`src/rtl/i2c_regmaster.sv`:
```
module i2c_regmaster #(
  parameter int CLK_DIV     = 8,
  parameter int STRETCH_MAX = 1000
)(
  input  logic        clk,
  input  logic        rst_n,
  input  logic [1:0]  bus_addr,
  input  logic        bus_we,
  input  logic [31:0] bus_wdata,
  output logic [31:0] bus_rdata,
  input  logic        scl_i,
  input  logic        sda_i,
  output logic        scl_oe,
  output logic        sda_oe
);
  localparam int DW = $clog2(CLK_DIV + 1);
  localparam int SW = $clog2(STRETCH_MAX + 1);
  localparam logic [1:0] A_CMD = 2'd0, A_CTL = 2'd1, A_TXD = 2'd2, A_RXD = 2'd3;

  typedef enum logic [1:0] {S_IDLE, S_START, S_BIT, S_STOP} state_t;

  state_t        st;
  logic [1:0]    ph, xsize, xlane;
  logic [2:0]    seg;
  logic [3:0]    bitn;
  logic [DW-1:0] div;
  logic [SW-1:0] str;
  logic [7:0]    sh, rxd, txd, baddr, cur_byte, nxt_byte;
  logic [6:0]    dev;
  logic          wr, cfg_err, to_err;
  logic          busy, mtx, scl_rel, sda_rel, stretched, qtick, tmo;
  logic          unused_bits;

  function automatic logic [7:0] seg_byte(input logic [2:0] s, input logic [6:0] d,
                                          input logic [7:0] b, input logic [7:0] t,
                                          input logic w);
    case (s)
      3'd0:    return {d, 1'b0};
      3'd1:    return b;
      3'd2:    return w ? t : {d, 1'b1};
      default: return 8'hFF;
    endcase
  endfunction

  assign busy      = st != S_IDLE;
  assign mtx       = seg != 3'd3;
  assign stretched = busy && scl_rel && !scl_i;
  assign tmo       = stretched && (str == SW'(STRETCH_MAX - 1));
  assign qtick     = !stretched && (div == DW'(CLK_DIV - 1));
  assign cur_byte  = seg_byte(seg, dev, baddr, txd, wr);
  assign nxt_byte  = seg_byte(seg + 3'd1, dev, baddr, txd, wr);
  assign scl_oe    = !scl_rel;
  assign sda_oe    = !sda_rel;
  assign unused_bits = ^{bus_wdata[30:24], bus_wdata[15:14], bus_wdata[11]};

  always_comb begin
    scl_rel = 1'b1;
    sda_rel = 1'b1;
    case (st)
      S_START: begin scl_rel = (ph == 2'd1) || (ph == 2'd2); sda_rel = ph < 2'd2; end
      S_BIT:   begin scl_rel = (ph == 2'd1) || (ph == 2'd2);
                     sda_rel = (bitn < 4'd8 && mtx) ? sh[7] : 1'b1; end
      S_STOP:  begin scl_rel = ph != 2'd0; sda_rel = ph >= 2'd2; end
      default: ;
    endcase
  end

  always_comb begin
    case (bus_addr)
      A_CMD:   bus_rdata = {wr, 7'b0, baddr, 5'b0, dev[2:0], 4'b0, dev[6:3]};
      A_CTL:   bus_rdata = {18'b0, xlane, 2'b0, xsize, 2'b0, to_err, cfg_err, 1'b0,
                            busy && wr, busy && !wr, busy};
      A_TXD:   bus_rdata = {24'b0, txd};
      default: bus_rdata = {24'b0, rxd};
    endcase
  end

  always_ff @(posedge clk or negedge rst_n) begin
    if (!rst_n) begin
      st <= S_IDLE; ph <= '0; seg <= '0; bitn <= '0; div <= '0; str <= '0;
      sh <= '0; rxd <= '0; txd <= '0; baddr <= '0; dev <= '0; wr <= 1'b0;
      xsize <= '0; xlane <= '0; cfg_err <= 1'b0; to_err <= 1'b0;
    end else begin
      if (bus_we && !busy) begin
        case (bus_addr)
          A_CMD: {wr, baddr, dev} <= {bus_wdata[31], bus_wdata[23:16], bus_wdata[3:0], bus_wdata[10:8]};
          A_CTL: begin xsize <= bus_wdata[9:8]; xlane <= bus_wdata[13:12]; end
          A_TXD: txd <= bus_wdata[7:0];
          default: ;
        endcase
      end
      if (bus_we && bus_addr == A_CTL) begin
        if (bus_wdata[4]) cfg_err <= 1'b0;
        if (bus_wdata[5]) to_err <= 1'b0;
        if (bus_wdata[0] && !busy) begin
          to_err <= 1'b0;
          if (bus_wdata[9:8] != 2'd0 || bus_wdata[13:12] != 2'd0) cfg_err <= 1'b1;
          else begin
            cfg_err <= 1'b0;
            st <= S_START; ph <= '0; seg <= '0; div <= '0; str <= '0;
          end
        end
      end
      if (busy) begin
        str <= stretched ? str + 1'b1 : '0;
        div <= stretched ? div : (qtick ? '0 : div + 1'b1);
        if (tmo) begin
          to_err <= 1'b1; str <= '0; div <= '0; ph <= '0;
          st <= (st == S_STOP) ? S_IDLE : S_STOP;
        end else if (qtick) begin
          ph <= ph + 1'b1;
          if (ph == 2'd2 && st == S_BIT) begin
            if (bitn < 4'd8 && !mtx) sh <= {sh[6:0], sda_i};
            if (bitn == 4'd8 && mtx && sda_i) to_err <= 1'b1;
          end
          if (ph == 2'd3) begin
            case (st)
              S_START: begin st <= S_BIT; bitn <= '0; sh <= cur_byte; end
              S_BIT:
                if (bitn != 4'd8) begin
                  bitn <= bitn + 1'b1;
                  if (mtx) sh <= {sh[6:0], 1'b0};
                end else if (to_err || (wr && seg == 3'd2) || seg == 3'd3) begin
                  st <= S_STOP;
                  if (!to_err && seg == 3'd3) rxd <= sh;
                end else begin
                  seg  <= seg + 1'b1;
                  bitn <= '0;
                  if (!wr && seg == 3'd1) st <= S_START;
                  else sh <= nxt_byte;
                end
              S_STOP: st <= S_IDLE;
              default: ;
            endcase
          end
        end
      end
    end
  end
endmodule


```
`config.mk`:
```
export PLATFORM = sky130hd
export DESIGN_NAME = i2c_regmaster
export DESIGN_NICKNAME = d
export VERILOG_FILES = /design/src/rtl/i2c_regmaster.sv
export SDC_FILE = /design/constraint.sdc
export NUM_CORES = 1
export LEC_CHECK = 0
export ABC_AREA = 0
export ABC_CLOCK_PERIOD_IN_PS = 2700
export BUFFER_PORTS_ARGS = -buffer_cell sky130_fd_sc_hd__buf_2
export CORE_UTILIZATION = 48
export DETAILED_ROUTE_END_ITERATION = 8
export MAX_ROUTING_LAYER = met4
export PLACE_DENSITY = 0.69
export REMOVE_ABC_BUFFERS = 1
export SLEW_MARGIN = 20
export SYNTH_ARGS = -nofsm -noshare
export SYNTH_HDL_FRONTEND = slang
export SYNTH_SLANG_ARGS = --single-unit
```
`constraint.sdc`:
```
create_clock -name clk -period 2.7 [get_ports clk]
set_input_delay 0.135 -clock clk [delete_from_list [all_inputs] [get_ports clk]]
set_output_delay 0.135 -clock clk [all_outputs]
set_load 0.01 [all_outputs]
```
==> impl_metrics.toml <==
[min_path]
min_path_type = "input port to flop"

[global_route]
grt_usage_pct = 26.3
gr-total-overflow = 0
grt_antenna_before_repair = 0
grt_pass1_vias = 4015
grt_start_max_net_pins = 44
grt_first_pass_wirelength_um = 19600

[synthesis]
synthMuxAreaShare_pct = 13.2
synth-seq-area-share_pct = 39.3
synth_edf_count = 0
yosysMostFrequentCell = "dfrtp_1"
yosysUniqueCellTypes = 64
yosysTopAreaCellShare_pct = 39.3
syn_inst = 467
synthFlopType = "dfrtp_1"
synthArstFlopShare_pct = 100
synth_simple_gate_area_share_pct = 17.7
synth.area.top_cells = "dfrtp_1 (39%), mux2_2 (7.5%), ha_1 (5.3%)"
ys_ff_latch = 71
synth_top_family_by_area = "compound AO/OA/AOI/OAI gates"
syn_avg_cell_area_um2 = 9.69
synth_compound_gate_area_share_pct = 19.1
synth_top_cell_by_area = "dfrtp_1"
synth_xor_area_share_pct = 0.194
ys_warn_count = 0
synth_area_mm2 = 0.00452
yosys-top-cells-count = "dfrtp_1 (71), o21ai_0 (37), nand2_1 (34)"
synthAdderAreaFrac_pct = 5.25

[timing]
setup_violations = 0
tightestPinTransition_ps = 591
maxSlewViolCount = 0
fmax_ghz = 0.404
hold_slack_ps = 9.03
clock-skew-final_ps = 15.5
period_share_pct = 91.6
hold_violations = 0
layout_min_cycle_time_ps = 2470
setup_tns_ps = 0
relSlewSlack_pct = 60.4
rsz0062_at_grt = "false"

[cts]
clock-sinks = 71
clk_pin_slew_ps = 80
clk_latency_ps = 360
cts_root_buf = "clkbuf_8"
cts_resized = 0
cts_buffers = 9
clock_tree.buffer_depth = 2
cts_tree = "yes"
cts_max_level = 3

[layout]
final_layout_size_suffix_gt1_share_pct = 24.4
final_area_mm2 = 0.00523
final_util_pct = 56.9
area_growth_pct = 15.6
fin_nets = 595
n_antenna_cell = 0

[die]
pin_count = 73
initial_core_util_pct = 49.2
dieArea_mm2 = 0.00982
coreArea_mm2 = 0.00920
die_x_um = 99.1
rows = 35
die_h_um = 99.1

[setup_path]
cp_slowest_cell = "dfrtp_1"
r2r_setup_slack_ps = 230
path_delay_family = "simple AND/OR/NAND/NOR gates"
critPathBufInv = 2
crit_type = "flop to flop"
crit_path_max_fanout = 8
worstPathRequired_ps = 2940
crit_path_start_kind = "flop"
arrival_ps = 2710
crit_chain = "inv_1, ha_1, nand2_1, a211oi_2, nor2_2, nand3_1, nor3b_4, buf_4, mux2_1"
end_kind = "flop"
max_stage_delay_ps = 410

[job]
maxCapViolCount = 0

[route]
wl_per_cell_um = 17.9
drt_iter0_drc = 348
drtPass1Iterations = 6
wl_um = 11700
drc = 0
vias_per_cell = 6.08
route.vias.total = 3968
postRouteAntennaNets = 0

[power]
leakage_nw = 2.42
p_sw_share_pct = 38.4
p_int_w = 0.00254
power_density_mw_per_mm2 = 787
power.share.sequential_pct = 42.8
switchingPower_w = 0.00158
combPwrFrac_pct = 36.3
vdd_drop_max_mv = 0.457
clkPwrFrac_pct = 20.9

[placement]
place_area_mm2 = 0.00494
place_hpwl_um = 8610
gp_congestion = 0.881
io_buffers = 52

[outcome]
outcome = "complete, no violations"
==> final cells by class <==
cell class	count	area, um^2
flip-flops and latches	71	1780
inverters	16	60.1
clock buffers	9	124
clock inverters	7	72.6
fillers	852	3970
well taps	111	139
repair buffers	82	510
multi-input cells	357	2550
==> cells in the final DEF, fill, tap and decap left out, drive strengths merged, types with 5 or more instances in the layout <==
| master | netlist | final |
|---|---|---|
| a21o | 5 | 5 |
| o31ai | 7 | 7 |
| nor2 | 29 | 29 |
| mux2i | 8 | 8 |
| and3 | 7 | 7 |
| o221ai | 5 | 5 |
| clkbuf | 13 | 9 |
| mux2 | 40 | 40 |
| nand3 | 19 | 19 |
| nor3 | 8 | 8 |
| a222oi | 8 | 8 |
| or2 | 6 | 6 |
| conb | 1 | 10 |
| inv | 16 | 17 |
| and2 | 12 | 12 |
| nor2b | 12 | 12 |
| dlygate4sd3 | 0 | 9 |
| buf | 19 | 73 |
| dfrtp | 71 | 71 |
| a21oi | 15 | 15 |
| ha | 19 | 19 |
| nand2 | 34 | 34 |
| o21ai | 40 | 40 |
| a22o | 7 | 7 |
==> power groups by stage <==
stage                     Combinational [W]  Sequential, W  Clock [W]
after floorplan                     0.00104        0.00164          0
final                               0.00149        0.00176   0.000860
after detailed placement            0.00147        0.00177          0
after global placement              0.00143        0.00174          0
after CTS                           0.00149        0.00175   0.000881
after global routing                0.00166        0.00181   0.000917
==> through the flow <==
step           power (W)  cells  setup WS [ps]
2_1_floorplan    0.00267    444            370
3_3_place_gp     0.00318    628            343
3_5_place_dp     0.00324    628            286
4_1_cts          0.00412    652            240
5_1_grt          0.00439    653           89.8
6_report         0.00412    653            227
==> flip-flops by register name, summed over array words and instances, names as in the netlist, 4 cells and up <==
name   count
bitn       4
txd        8
str       10
baddr      8
sh         8
dev        7
rxd        8
div        4
==> what timing repair did <==
action	4_1_cts	5_1_grt
hold buffers	8	1
setup buffers	0	0
hold endpoints to repair	47	1
==> cell families after synthesis <==
| logic type | count (synthesis) |
|---|---|
| AND/OR/NAND/NOR | 152 |
| AO/OA/AOI/OAI | 124 |
| flip-flops | 71 |
| multiplexers | 51 |
| buffers and inverters | 48 |
| adder cells (fa/ha/maj) | 19 |
| other | 1 |
| XOR/XNOR | 1 |
==> final timing paths <==
check	to	start	cells past startpoint
worst max-delay path	rxd[4]	st[0]	9
worst max register to register	rxd[4]	st[0]	9
max in group asynchronous	rxd[5]	rst_n	3
min in group asynchronous	dev[5]	rst_n	2
worst min register to register	str[8]	str[8]	1
worst min-delay path	baddr[0]	bus_wdata[16]	2
==> layer usage <==
layer | share of wire, % | up-vias | wire length (um) | track usage [%]
met4 | 1.9 | 0 | 225 | 10.4
li1 | - | 1851 | - | -
met5 | 0 | - | 0 | -
met1 | 44 | 1929 | 5120 | 34.0
met2 | 48 | 163 | 5650 | 41.3
met3 | 6.0 | 25 | 702 | 4.54
==> worst register-to-register path, delay by kind of cell, from the launching register on <==
kind | cells | cell delay [ps]
AND/OR/NAND/NOR | 4 | 810
flip-flops | 1 | 410
adder cells (fa/ha/maj) | 1 | 350
multiplexers | 1 | 350
buffers and inverters | 2 | 320
AO/OA/AOI/OAI | 1 | 120
(Power assumes the default switching activity.)
